**src/rtl/adc_chain_pkg.sv**
```systemverilog
package adc_chain_pkg;

  localparam logic [7:0] OP_WRITE_CFG  = 8'h41;
  localparam logic [7:0] WRITE_COUNT   = 8'h00;
  localparam logic [7:0] CFG_CRC_ON    = 8'h01;
  localparam logic [7:0] OP_READ_ALL   = 8'h20;
  localparam logic [7:0] RB_FIRST_GOOD = 8'h83;

  localparam int WRITE_BYTES = 3;
  localparam int READ_HDR    = 2;

  typedef enum logic [1:0] {
    FR_WRITE,
    FR_READ,
    FR_DATA
  } frameKind_e;

  typedef struct packed {
    logic       go;
    logic       abort;
    frameKind_e kind;
  } ctrlStrobe_t;

  typedef enum logic [3:0] {
    S_RST_HOLD,
    S_RST_WAIT,
    S_CFG_WRITE,
    S_REG_READ,
    S_START,
    S_WAIT_READY,
    S_GUARD,
    S_SHIFT
  } seqState_e;

endpackage

```
**src/rtl/adc_chain_ctrl.sv**
```systemverilog
module adc_chain_ctrl
  import adc_chain_pkg::*;
#(
  parameter int RESET_HOLD = 20,
  parameter int RESET_WAIT = 15,
  parameter int CMD_GAP    = 6,
  parameter int FIRST_EDGE = 8
) (
  input  logic        clk,
  input  logic        rstN,
  input  logic        softRestart,
  input  logic        drdyN,
  input  logic        done,
  output ctrlStrobe_t strobe,
  output logic        adcResetN,
  output logic        adcStart,
  output logic        csN,
  output logic        overrun
);

  localparam int CNT_MAX = (RESET_HOLD > RESET_WAIT ? RESET_HOLD : RESET_WAIT) >
                           (CMD_GAP > FIRST_EDGE ? CMD_GAP : FIRST_EDGE) ?
                           (RESET_HOLD > RESET_WAIT ? RESET_HOLD : RESET_WAIT) :
                           (CMD_GAP > FIRST_EDGE ? CMD_GAP : FIRST_EDGE);
  localparam int CNT_W = $clog2(CNT_MAX + 1);
  localparam logic [CNT_W-1:0] HOLD_LAST  = CNT_W'(RESET_HOLD - 1);
  localparam logic [CNT_W-1:0] WAIT_LAST  = CNT_W'(RESET_WAIT - 1);
  localparam logic [CNT_W-1:0] GAP_LAST   = CNT_W'(CMD_GAP - 1);
  localparam logic [CNT_W-1:0] GUARD_LAST = CNT_W'(FIRST_EDGE - 1);
  localparam logic [CNT_W-1:0] CNT_TOP    = CNT_W'(CNT_MAX);

  seqState_e        state, stateNext;
  logic [CNT_W-1:0] cnt;
  logic             launched;
  logic             drdyS1, drdyS2, drdyPrev;
  logic             readyFall;
  logic             goNow;
  frameKind_e       goKind;

  assign readyFall = drdyPrev & ~drdyS2;

  always_comb begin
    stateNext = state;
    goNow     = 1'b0;
    goKind    = FR_DATA;
    unique case (state)
      S_RST_HOLD: if (cnt == HOLD_LAST) stateNext = S_RST_WAIT;
      S_RST_WAIT: if (cnt == WAIT_LAST) stateNext = S_CFG_WRITE;
      S_CFG_WRITE: begin
        goKind = FR_WRITE;
        if (!launched) goNow = (cnt == GAP_LAST);
        else if (done) stateNext = S_REG_READ;
      end
      S_REG_READ: begin
        goKind = FR_READ;
        if (!launched) goNow = (cnt == GAP_LAST);
        else if (done) stateNext = S_START;
      end
      S_START:      stateNext = S_WAIT_READY;
      S_WAIT_READY: if (readyFall) stateNext = S_GUARD;
      S_GUARD: begin
        if (cnt == GUARD_LAST) begin
          goNow     = 1'b1;
          stateNext = S_SHIFT;
        end
      end
      S_SHIFT: if (done) stateNext = S_WAIT_READY;
      default: stateNext = S_RST_HOLD;
    endcase
    if (softRestart) begin
      stateNext = S_RST_HOLD;
      goNow     = 1'b0;
    end
  end

  assign strobe.go    = goNow;
  assign strobe.kind  = goKind;
  assign strobe.abort = softRestart;

  always_ff @(posedge clk) begin
    if (!rstN) begin
      state     <= S_RST_HOLD;
      cnt       <= '0;
      launched  <= 1'b0;
      drdyS1    <= 1'b1;
      drdyS2    <= 1'b1;
      drdyPrev  <= 1'b1;
      adcResetN <= 1'b0;
      adcStart  <= 1'b0;
      csN       <= 1'b1;
      overrun   <= 1'b0;
    end else begin
      drdyS1   <= drdyN;
      drdyS2   <= drdyS1;
      drdyPrev <= drdyS2;
      csN      <= 1'b0;
      state    <= stateNext;
      if (stateNext != state || softRestart) begin
        cnt      <= '0;
        launched <= 1'b0;
      end else begin
        if (cnt != CNT_TOP) cnt <= cnt + 1'b1;
        if (goNow) launched <= 1'b1;
      end
      adcResetN <= (stateNext != S_RST_HOLD);
      adcStart  <= (stateNext == S_START) || (stateNext == S_WAIT_READY) ||
                   (stateNext == S_GUARD) || (stateNext == S_SHIFT);
      if (softRestart) overrun <= 1'b0;
      else if (readyFall && (state == S_GUARD || state == S_SHIFT)) overrun <= 1'b1;
    end
  end

endmodule

```
**src/rtl/adc_chain_dp.sv**
```systemverilog
module adc_chain_dp
  import adc_chain_pkg::*;
#(
  parameter int HALF_DIV  = 2,
  parameter int DEVICES   = 2,
  parameter int WORD_BITS = 32,
  parameter int RB_BYTES  = 8,
  parameter int DEV_W     = 1
) (
  input  logic                  clk,
  input  logic                  rstN,
  input  ctrlStrobe_t           strobe,
  input  logic                  miso,
  output logic                  sclk,
  output logic                  mosi,
  output logic                  done,
  output logic [WORD_BITS-1:0]  dataWord,
  output logic [DEV_W-1:0]      dataDev,
  output logic                  dataValid,
  output logic [8*RB_BYTES-1:0] rbData,
  output logic                  rbValid,
  output logic                  rbError
);

  localparam int WORD_BYTES = WORD_BITS / 8;
  localparam int DATA_BYTES = DEVICES * WORD_BYTES;
  localparam int READ_BYTES = READ_HDR + RB_BYTES;
  localparam int MAX_BYTES  = DATA_BYTES > READ_BYTES ? DATA_BYTES : READ_BYTES;
  localparam int BYTE_W     = $clog2(MAX_BYTES + 1);
  localparam int DIV_W      = $clog2(HALF_DIV + 1);
  localparam int WB_W       = WORD_BYTES > 1 ? $clog2(WORD_BYTES) : 1;
  localparam int RB_BITS    = 8 * RB_BYTES;
  localparam logic [DIV_W-1:0]  DIV_LAST  = DIV_W'(HALF_DIV - 1);
  localparam logic [WB_W-1:0]   WB_LAST   = WB_W'(WORD_BYTES - 1);
  localparam logic [BYTE_W-1:0] HDR_LAST  = BYTE_W'(READ_HDR - 1);

  logic                 busy;
  logic [DIV_W-1:0]     divCnt;
  logic [2:0]           bitIdx;
  logic [BYTE_W-1:0]    byteIdx, lastByte;
  frameKind_e           kindR;
  logic [7:0]           txShift, rxShift;
  logic [WORD_BITS-1:0] wordAcc;
  logic [WB_W-1:0]      wordByte;
  logic [DEV_W-1:0]     devIdx;
  logic [RB_BITS-1:0]   rbAcc;
  logic                 tick;

  function automatic logic [7:0] txByte(frameKind_e k, logic [BYTE_W-1:0] idx);
    logic [7:0] b;
    b = 8'h00;
    if (k == FR_WRITE) begin
      if (idx == BYTE_W'(0))      b = OP_WRITE_CFG;
      else if (idx == BYTE_W'(1)) b = WRITE_COUNT;
      else if (idx == BYTE_W'(2)) b = CFG_CRC_ON;
    end else if (k == FR_READ) begin
      if (idx == BYTE_W'(0))      b = OP_READ_ALL;
      else if (idx == BYTE_W'(1)) b = 8'(RB_BYTES - 1);
    end
    return b;
  endfunction

  always_comb begin
    unique case (kindR)
      FR_WRITE: lastByte = BYTE_W'(WRITE_BYTES - 1);
      FR_READ:  lastByte = BYTE_W'(READ_BYTES - 1);
      default:  lastByte = BYTE_W'(DATA_BYTES - 1);
    endcase
  end

  assign tick   = busy && (divCnt == DIV_LAST);
  assign mosi   = busy & txShift[7];
  assign rbData = rbAcc;

  always_ff @(posedge clk) begin
    if (!rstN || strobe.abort) begin
      busy      <= 1'b0;
      sclk      <= 1'b0;
      divCnt    <= '0;
      bitIdx    <= '0;
      byteIdx   <= '0;
      kindR     <= FR_DATA;
      txShift   <= '0;
      rxShift   <= '0;
      wordAcc   <= '0;
      wordByte  <= '0;
      devIdx    <= '0;
      rbAcc     <= '0;
      rbValid   <= 1'b0;
      rbError   <= 1'b0;
      done      <= 1'b0;
      dataValid <= 1'b0;
      dataWord  <= '0;
      dataDev   <= '0;
    end else begin
      done      <= 1'b0;
      dataValid <= 1'b0;
      if (strobe.go && !busy) begin
        busy     <= 1'b1;
        kindR    <= strobe.kind;
        sclk     <= 1'b0;
        divCnt   <= '0;
        bitIdx   <= '0;
        byteIdx  <= '0;
        wordByte <= '0;
        devIdx   <= '0;
        txShift  <= txByte(strobe.kind, '0);
        if (strobe.kind == FR_READ) begin
          rbValid <= 1'b0;
          rbError <= 1'b0;
        end
      end else if (busy) begin
        if (!tick) begin
          divCnt <= divCnt + 1'b1;
        end else begin
          divCnt <= '0;
          sclk   <= ~sclk;
          if (!sclk) begin
            rxShift <= {rxShift[6:0], miso};
          end else if (bitIdx != 3'd7) begin
            bitIdx  <= bitIdx + 1'b1;
            txShift <= {txShift[6:0], 1'b0};
          end else begin
            bitIdx <= '0;
            if (kindR == FR_DATA) begin
              wordAcc  <= {wordAcc[WORD_BITS-9:0], rxShift};
              wordByte <= wordByte + 1'b1;
              if (wordByte == WB_LAST) begin
                wordByte  <= '0;
                dataWord  <= {wordAcc[WORD_BITS-9:0], rxShift};
                dataDev   <= devIdx;
                dataValid <= 1'b1;
                devIdx    <= devIdx + 1'b1;
              end
            end else if (kindR == FR_READ && byteIdx > HDR_LAST) begin
              rbAcc <= {rbAcc[RB_BITS-9:0], rxShift};
              if (byteIdx == lastByte) begin
                rbValid <= 1'b1;
                rbError <= (rbAcc[RB_BITS-9 -: 8] != RB_FIRST_GOOD);
              end
            end
            if (byteIdx == lastByte) begin
              busy <= 1'b0;
              done <= 1'b1;
            end else begin
              byteIdx <= byteIdx + 1'b1;
              txShift <= txByte(kindR, byteIdx + 1'b1);
            end
          end
        end
      end
    end
  end

endmodule

```
**src/rtl/adc_chain_seq.sv**
```systemverilog
module adc_chain_seq
  import adc_chain_pkg::*;
#(
  parameter int HALF_DIV   = 2,
  parameter int RESET_HOLD = 20,
  parameter int RESET_WAIT = 15,
  parameter int CMD_GAP    = 6,
  parameter int FIRST_EDGE = 8,
  parameter int DEVICES    = 2,
  parameter int WORD_BITS  = 32,
  parameter int RB_BYTES   = 8,
  parameter int DEV_W      = DEVICES > 1 ? $clog2(DEVICES) : 1
) (
  input  logic                  clk,
  input  logic                  rstN,
  input  logic                  softRestart,
  output logic                  sclk,
  output logic                  mosi,
  input  logic                  miso,
  output logic                  csN,
  output logic                  adcResetN,
  output logic                  adcStart,
  input  logic                  drdyN,
  output logic [WORD_BITS-1:0]  dataWord,
  output logic [DEV_W-1:0]      dataDev,
  output logic                  dataValid,
  output logic [8*RB_BYTES-1:0] rbData,
  output logic                  rbValid,
  output logic                  rbError,
  output logic                  overrun
);

  ctrlStrobe_t strobe;
  logic        frameDone;

  adc_chain_ctrl #(
    .RESET_HOLD(RESET_HOLD), .RESET_WAIT(RESET_WAIT),
    .CMD_GAP(CMD_GAP), .FIRST_EDGE(FIRST_EDGE)
  ) u_ctrl (
    .clk(clk), .rstN(rstN), .softRestart(softRestart), .drdyN(drdyN),
    .done(frameDone), .strobe(strobe), .adcResetN(adcResetN),
    .adcStart(adcStart), .csN(csN), .overrun(overrun)
  );

  adc_chain_dp #(
    .HALF_DIV(HALF_DIV), .DEVICES(DEVICES), .WORD_BITS(WORD_BITS),
    .RB_BYTES(RB_BYTES), .DEV_W(DEV_W)
  ) u_dp (
    .clk(clk), .rstN(rstN), .strobe(strobe), .miso(miso), .sclk(sclk),
    .mosi(mosi), .done(frameDone), .dataWord(dataWord), .dataDev(dataDev),
    .dataValid(dataValid), .rbData(rbData), .rbValid(rbValid), .rbError(rbError)
  );

endmodule

```
**config.mk**
```make
export PLATFORM = sky130hd
export DESIGN_NAME = adc_chain_seq
export DESIGN_NICKNAME = d
export VERILOG_FILES = /design/src/rtl/adc_chain_pkg.sv /design/src/rtl/adc_chain_ctrl.sv /design/src/rtl/adc_chain_dp.sv /design/src/rtl/adc_chain_seq.sv
export SDC_FILE = /design/constraint.sdc
export NUM_CORES = 1
export LEC_CHECK = 0
export CAP_MARGIN = 20
export CORE_ASPECT_RATIO = 1.25
export CORE_MARGIN = 1
export CORE_UTILIZATION = 28
export CTS_CLUSTER_SIZE = 12
export DETAILED_ROUTE_END_ITERATION = 10
export PLACE_DENSITY = 0.51
export SLEW_MARGIN = 25
export SYNTH_ARGS = -nofsm -noshare
export SYNTH_HDL_FRONTEND = slang
export SYNTH_SLANG_ARGS = --single-unit
```
**constraint.sdc**
```tcl
create_clock -name clk -period 4.75 [get_ports clk]
set_clock_uncertainty 0.05 [all_clocks]
set_input_delay 0.95 -clock clk [delete_from_list [all_inputs] [get_ports clk]]
set_output_delay 0.95 -clock clk [all_outputs]
set_load 0.01 [all_outputs]
```
# Word-level counts from Yosys, hierarchy flattened
# Index checks and enable logic that the tools add are counted.
# op_classes
add_sub_neg	6
multipliers	0
n_div	0
magnitude_cmp	1
n_eq_ne	31
shifts	0
n_mux	61
bitwise_logic	11
n_reduce_logical	39
# op_table
operator	n
$mux 8	12
$mux 4	10
$eq 4x3->1 const B	8
$pmux 4 s8	1
$mux 1	30
$reduce_and 7->1	2
$eq 4x2->1 const B	3
$reduce_and 6->1	2
$eq 5x3->1 const B	2
$reduce_and 5->1	2
$reduce_bool 2->1	5
$not 1->1	9
$eq 4x1->1 const B	2
$logic_not 4->1	2
$ne 8x8->1 const B	1
$pmux 4 s2	1
$reduce_and 4->1	2
$reduce_and 8->1	1
$reduce_or 2->1	4
$reduce_or 7->1	1
$eq 2x1->1 const B	3
$logic_or 1x1->1	6
$mux 3	2
$mux 6	1
27 further kinds	37
# word_totals
reg_bits	174
latch_bits	0
mem_bits_rw	0
romBits	0
in_bits	5
output_inout_bits	106
wordCells	177
memories	0

# Depth between registers and ports, before layout
# Gate-level depths: netlist of the first run.
# logic_depth
word_depth	12
depth_mapped	10
ltp_nobuf	7

# Modules after synthesis
# From an unflattened synthesis of the first run, not the netlist that was laid out.
# hier_totals
hier_cells	823
area_unflattened_um2	6842.8
# modules_own_cells
module	instances	cells_per_inst	area_per_inst_um2	seq_area_each_um2
adc_chain_dp	1	728	5920.7	3143.0
adc_chain_ctrl	1	95	922.1	340.3

# Worst setup path before layout of the first run
# No wires, ideal clock.
# synth_path
path_kind	input to register
startpoint	in softRestart
endpoint	reg u_dp.byteIdx[0]
setup_ps	115
t_arrival_ps	2138
t_required_ps	4585
setup_slack_ps	2447
path_stages	8
n_path_buf	3
path_cell_list	nor4b_2 and2_1 a21bo_2 buf_2 nand2b_1 buf_2 buf_4 nor2_1
# synth_between
elab_chain_cells	3
elab_cells_between_ends	4
classes_between	mux: 1; reduce/logical: 3
# synth_rtl
element	line_no	text
start: declaration	adc_chain_seq.sv:16	input logic softRestart,
$mux 1	adc_chain_ctrl.sv:70	if (softRestart) begin
$logic_and 1x1->1	adc_chain_dp.sv:98	if (strobe.go && !busy) begin
$reduce_or 2->1 (no source line) *	n/a	
end signal: assignment	adc_chain_dp.sv:146	byteIdx <= byteIdx + 1'b1;
end: declaration	adc_chain_dp.sv:40	logic [BYTE_W-1:0] byteIdx, lastByte;
# Mark *: on every way between the ends. The rest lies on a longest branch, timed or not.
# A chain may end at the register's enable or synchronous reset.

# Worst setup path in the final report of the first run
# layout_path
startpoint	in softRestart
endpoint	reg u_dp.txShift[0]
# layout_between
elab_chain_cells	4
elab_cells_between_ends	9
classes_between	eq/ne: 1; mux: 2; reduce/logical: 6
# layout_rtl
element	line_no	text
$mux 1	adc_chain_ctrl.sv:70	
$logic_and 1x1->1	adc_chain_dp.sv:98	
$ne 3x1->1 (no source line) or $reduce_bool 2->1 (tied branches)	n/a	
$reduce_and 4->1 (no source line)	n/a	
end signal: assignment	adc_chain_dp.sv:107	txShift <= txByte(strobe.kind, '0);
end signal: assignment	adc_chain_dp.sv:122	txShift <= {txShift[6:0], 1'b0};
end signal: assignment	adc_chain_dp.sv:147	txShift <= txByte(kindR, byteIdx + 1'b1);
end: declaration	adc_chain_dp.sv:42	logic [7:0] txShift, rxShift;
# Parallel ways exist; a longest one is shown, timed or not.

==> parameters.txt, run 1 <==
Parameter                              Value

Global route
  GRT Residual Overflow    0
  Largest net degree at the start of global routing    66
  Number of antenna violations at the first check in global routing    1
  Number of global-route vias before repair    5403
  Wire length of the first global-routing pass    28500 um
  Total Routing Usage GR    14.3%

Place
  Port Buffer Count    110
  Total instance count after detailed placement    1218
  DP Wirelength    11300 um
  Dpl cell area    8070 um^2
  Weighted congestion at the end of routability-driven global placement    0.759

Pwr
  Static leakage    2.72 nW
  Power share of the sequential group    51.3%
  Maximum VDD drop    0.000244 V
  Pwr per Cell Area    330 nW/um^2
  Part of the power in combinational logic    1.3%
  Post-layout power    2.85 mW
  Int Pwr    2.20 mW
  Sw Ratio    22.7%
  Net switching component of the power    0.648 mW
  Clk network pwr share    47.4%

STA
  Highest Clock Rate    354 MHz
  Final setup violation count    0
  Worst hold slack    0.365 ns
  Aggregate negative setup slack    0 ns
  Fin crit share    59.4%
  Post-route minimum period    2.82 ns
  Slew margin rel.    43.0%
  Final number of hold-violating endpoints    0
  Setup repair after global routing missed its margin    no
  Slew Viols, Final    0
  Slew at the pin with the worst max-slew slack    0.848 ns

Die
  Die height    176 um
  Std cell rows    63
  Die Outline Area    24900 um^2
  Number of ports placed on the die boundary    111
  Initial standard-cell utilization of the core    28.6%
  Area of the core    23700 um^2
  Chip width    141 um

Routing
  Routed via count divided by cell count    4.53
  Post-route antenna net violation count    0
  First-pass iteration count of the detailed router    4
  Remaining design rule violation count    0
  Vias    5664
  Detailed-route wire length    17300 um
  DRC marker count from the first detailed-route iteration    319
  Wire length per cell after detailed routing    13.8 um

Final layout
  Layout Cells excl Fill    1250
  Commonest cells after routing, fill and taps aside    nand2_1, dfxtp_1, a21oi_1, clkdlybuf4s50_1, nor2_1
  Fillcell total    2478
  Commonest non-fill, non-tap cell in the layout    nand2_1
  Area taken by flip-flops and latches    3480 um^2
  Final antenna diode count    0
  Final Instance Area    8630 um^2
  Number of nets in the layout    928
  Fraction of layout instances using a drive strength above 1    5.51%
  Area of combinational cells with multiple inputs    2970 um^2
  Layout overhead on the synthesized area    27.2%

CTS
  Cell chosen for the clock root    clkbuf_16
  Clock edge transition at the registers on the reported setup and hold paths    0.07 ns
  H-Tree Level Count    4
  Number of buffers added by the clock tree synthesis step    17
  # clock sinks    174
  Post-CTS Setup Inserts    0
  CTS tree    yes
  Maximum root-to-sink buffer count    2
  Post_cts resized    0
  Clock Latency Late Sink    0.43 ns
  Hold-fix buffers at CTS    0

Critical path
  Register-to-register path setup slack    2.00 ns
  Startpoint types    primary input
  Data required time of the critical path    4.97 ns
  Crit path kind    primary input to flop
  Critical path endpoint category    flop
  Launch instance of the worst register-to-register path    u_dp.busy
  Data arrival time of the critical path    3.04 ns
  R2r worst-path depth    7
  Reg2reg end    u_dp.devIdx
  Peak fanout along the critical path    65

Logic synthesis
  Yosys cell types    59
  Total number of yosys warnings    0
  Main synth FF type    dfxtp_1
  Synthesized area per cell    8.15 um^2
  Post-synthesis sequential area ratio    51.3%
  Post-synthesis cell count    833
  Post-synthesis instance area    6790 um^2
  Net count of the mapped netlist    849
  Number of enable-type register cells in the synthesized netlist    0
  Total of flip-flops plus latches after synthesis    174
  Share of flip-flops with an asynchronous set or reset after synthesis    0%

Job
  Number of violations of the max-capacitance limit    0

Outcome
  Status    completed

Hold path
  Hold-critical path depth    1
  Hold path startpoint    u_ctrl.drdyS1
  Hold EP    u_ctrl.drdyS2
  Kind of path behind the tightest hold check    flop to flop
==> cell type report <==
cell class / count / area share, %
sequential: 174 / 40.3
multi-input combinational: 589 / 34.4
timing repair buffer: 119 / 13.5
clock buffer: 19 / 5.01
tap: 325 / 4.71
clock inverter: 13 / 1.52
inverter: 11 / 0.478
==> worst max path at each step <==
stage | start | to | cells after the start
6_report | softRestart | u_dp.txShift[0] | 4
5_1_grt | u_dp.bitIdx[0] | u_dp.dataWord[9] | 8
4_1_cts | softRestart | u_dp.txShift[0] | 4
3_5_place_dp | softRestart | u_dp.txShift[0] | 4
3_3_place_gp | softRestart | u_dp.txShift[0] | 4
2_1_floorplan | softRestart | u_dp.byteIdx[0] | 8
==> critical path, stage by stage <==
cell and delay (ns):
clkdlybuf4s50_1 0.63, nand2b_4 0.66, nand2b_1 0.62, o21ai_0 0.18
==> per-layer routing <==
metal	global-route usage, %	wire length, um	part of all wire [%]	vias up
met3	4.39	939	5.4	14
met5	0	12	0.069	-
met4	4.44	218	1.3	2
li1	-	-	-	2928
met2	22.6	7840	45	121
met1	18.6	8300	48	2599
==> kinds of logic after synthesis <==
group / count (synthesis) / share of synthesized area [%]
other cells: 1 / 0.0552
mux: 2 / 0.295
compound gates: 188 / 16.2
fa+ha+maj: 11 / 2.03
simple gates: 378 / 23.9
buf+inv: 70 / 5.05
xor+xnor: 9 / 1.16
flops: 174 / 51.3
==> power groups by stage <==
stage	sequential (mW)	clock (mW)	combinational, mW
2_1_floorplan	1.50	0	0.0246
3_3_place_gp	1.50	0	0.0370
3_5_place_dp	1.50	0	0.0366
4_1_cts	1.46	1.39	0.0367
5_1_grt	1.46	1.45	0.0403
6_report	1.46	1.35	0.0361
==> Yosys cell counts, drive strengths merged (2+ instances only) <==
cell type	number	area share (%)
and4b	4	0.59
a21oi	146	11
nand4	4	0.37
a311oi	2	0.35
buf	29	2.8
inv	11	0.61
clkbuf	30	1.7
nand4b	5	0.65
nor2b	4	0.37
a211oi	2	0.22
and3	3	0.28
o21bai	2	0.22
nor2	32	1.8
xnor2	5	0.65
a22oi	4	0.72
nor3	15	1.1
ha	11	2.0
mux2i	2	0.29
xor2	4	0.52
nand3	8	0.66
dfxtp	174	51
nand2	278	15
a32oi	3	0.39
a221oi	3	0.39
and2	6	0.55
o21ai	9	0.66
or4b	2	0.29
o211ai	3	0.33
or4	2	0.22
nor3b	4	0.44
nand2b	7	0.65
==> state kept, by name (all words and copies together), names as in the netlist, 2 cells and up <==
signal	flops
u_dp.kindR	2
u_dp.byteIdx	4
u_ctrl.state	4
u_dp.rxShift	8
u_dp.rbData	64
u_dp.dataWord	32
u_dp.txShift	8
u_dp.wordByte	2
u_ctrl.cnt	5
u_dp.bitIdx	3
u_dp.divCnt	2
u_dp.wordAcc	24
==> metrics by stage <==
step	setup slack [ns]	util [%]
finish	1.93	36.4
global route	1.73	36.4
CTS	1.92	36.4
detailed placement	1.45	34.0
global placement	1.43	34.0
floorplan	2.45	-
No activity file was read; power rests on OpenSTA's default activity.
==> run 2: changes to the inputs <==
clock period = 2.83 ns   (was 4.75 ns; I/O delays follow)
==> parameters.txt, run 2 (synthesis results as in run 1) <==
Parameter                              Value

Outcome
  Status    completed

Pwr
  Part of the power in combinational logic    1.3%
  Int Pwr    3.81 mW
  Net switching component of the power    1.12 mW
  Maximum VDD drop    0.000381 V
  Pwr per Cell Area    561 nW/um^2
  Static leakage    2.79 nW
  Power share of the sequential group    49.8%
  Clk network pwr share    48.8%
  Sw Ratio    22.7%

Routing
  DRC marker count from the first detailed-route iteration    407
  Detailed-route wire length    17300 um
  Post-route antenna net violation count    0
  Routed via count divided by cell count    4.61
  First-pass iteration count of the detailed router    4
  Remaining design rule violation count    0
  Wire length per cell after detailed routing    13.7 um
  Vias    5795

Place
  DP Wirelength    11300 um
  Port Buffer Count    110
  Total instance count after detailed placement    1225
  Place WS    0.378 ns
  Weighted congestion at the end of routability-driven global placement    0.773

Global route
  Number of antenna violations at the first check in global routing    1
  Wire length of the first global-routing pass    28600 um
  GRT Residual Overflow    0
  Largest net degree at the start of global routing    98
  Number of global-route vias before repair    5527
  Total Routing Usage GR    14.4%

CTS
  Post-CTS Setup Inserts    0
  CTS tree    yes
  Hold-fix buffers at CTS    0
  H-Tree Level Count    4
  Number of buffers added by the clock tree synthesis step    17
  Clock edge transition at the registers on the reported setup and hold paths    0.07 ns
  Clock Latency Late Sink    0.43 ns
  Maximum root-to-sink buffer count    2
  # clock sinks    174
  Post_cts resized    0
  Cell chosen for the clock root    clkbuf_16

Final layout
  Commonest cells after routing, fill and taps aside    nand2_1, dfxtp_1, a21oi_1, clkdlybuf4s50_1, nor2_1
  Fillcell total    2489
  Final antenna diode count    0
  Layout Cells excl Fill    1257
  Max reg flops    64
  Commonest non-fill, non-tap cell in the layout    nand2_1
  Fraction of layout instances using a drive strength above 1    6.33%
  Layout overhead on the synthesized area    29.3%
  Number of nets in the layout    935

STA
  Highest Clock Rate    439 MHz
  Slew at the pin with the worst max-slew slack    0.882 ns
  Aggregate negative setup slack    0 ns
  Slew margin rel.    40.7%
  Final number of hold-violating endpoints    0
  Fin crit share    80.5%
  Slew Viols, Final    0
  Final worst slack    0.552 ns
  Worst hold slack    0.358 ns
  Final setup violation count    0
  Setup repair after global routing missed its margin    no
  Post-route minimum period    2.28 ns

Critical path
  Critical path buffers and inverters    2
  Data required time of the critical path    2.21 ns
  Crit path kind    flop to primary output
  Critical path endpoint category    primary output
  Peak fanout along the critical path    5
  Worst path cell trace    buf_4 > and2_1 > clkdlybuf4s50_1
  Data arrival time of the critical path    1.66 ns
  Highest cell delay on the worst timing path    0.54 ns
  Register-to-register path setup slack    0.63 ns
  Library cell contributing the largest single delay on the critical path    clkdlybuf4s50_1
  Startpoint types    flop
  Kind of cell adding the most delay to the critical path    buffers and inverters

Die
  Chip width    141 um
  Die height    176 um
  Die Outline Area    24900 um^2
  Initial standard-cell utilization of the core    28.6%
  Std cell rows    63
  Area of the core    23700 um^2
  Number of ports placed on the die boundary    111

Hold path
  Kind of path behind the tightest hold check    flop to flop

Job
  Number of violations of the max-capacitance limit    0
==> run 2: cell types whose count changed in the layout (fill, tap and decap cells not counted) <==
cell and change:
clkbuf_1 -1, inv_6 +1, buf_4 +3, clkinv_4 -4, inv_8 +2, bufinv_16 +1
clkinv_8 +1, buf_12 +4
==> run 2: cell type report <==
type	count	area (um^2)	share of cell area (%)
multi-input combinational	589	2970	33.8
inverter	11	41.3	0.470
tap	325	407	4.63
clock buffer	18	429	4.89
timing repair buffer	126	1270	14.5
clock inverter	14	174	1.98
sequential	174	3480	39.7
==> run 2: stage by stage <==
stage / power (mW) / util (%) / area (um^2)
after global routing: 5.12 / 37.0 / 8780
after CTS: 5.01 / 37.0 / 8780
final: 4.93 / 37.0 / 8780
after detailed placement: 2.58 / 34.4 / 8170
after global placement: 2.58 / 34.4 / 8170
after floorplan: 2.55 / - / 6790
==> run 2: worst reg2reg max path: cells and delay by family, from the launching register on <==
family,cells,cell delay [ns]
adder cells (fa/ha/maj),1,0.22
buffers and inverters,2,0.41
AO/OA/AOI/OAI,2,0.38
AND/OR/NAND/NOR,2,0.52
flip-flops,1,0.56
==> run 2: per-layer routing <==
layer | share of wire (%) | track usage, %
met1 | 47 | 18.2
met2 | 45 | 22.5
met3 | 6.0 | 5.07
met4 | 1.7 | 4.98
met5 | 0.064 | 0
==> run 2: power groups by stage <==
stage	registers, mW	clock network (mW)	logic (mW)
2_1_floorplan	2.51	0	0.0413
3_3_place_gp	2.51	0	0.0674
3_5_place_dp	2.51	0	0.0678
4_1_cts	2.45	2.49	0.0681
5_1_grt	2.46	2.59	0.0730
6_report	2.46	2.40	0.0662
==> run 2: final timing paths <==
check	startpoint	end	cells past startpoint
worst max register to register	u_dp.byteIdx[0]	u_dp.rbData[38]	7
worst min-delay path	u_ctrl.drdyS1	u_ctrl.drdyS2	1
worst min register to register	u_ctrl.drdyS1	u_ctrl.drdyS2	1
worst max-delay path	u_dp.busy	mosi	3
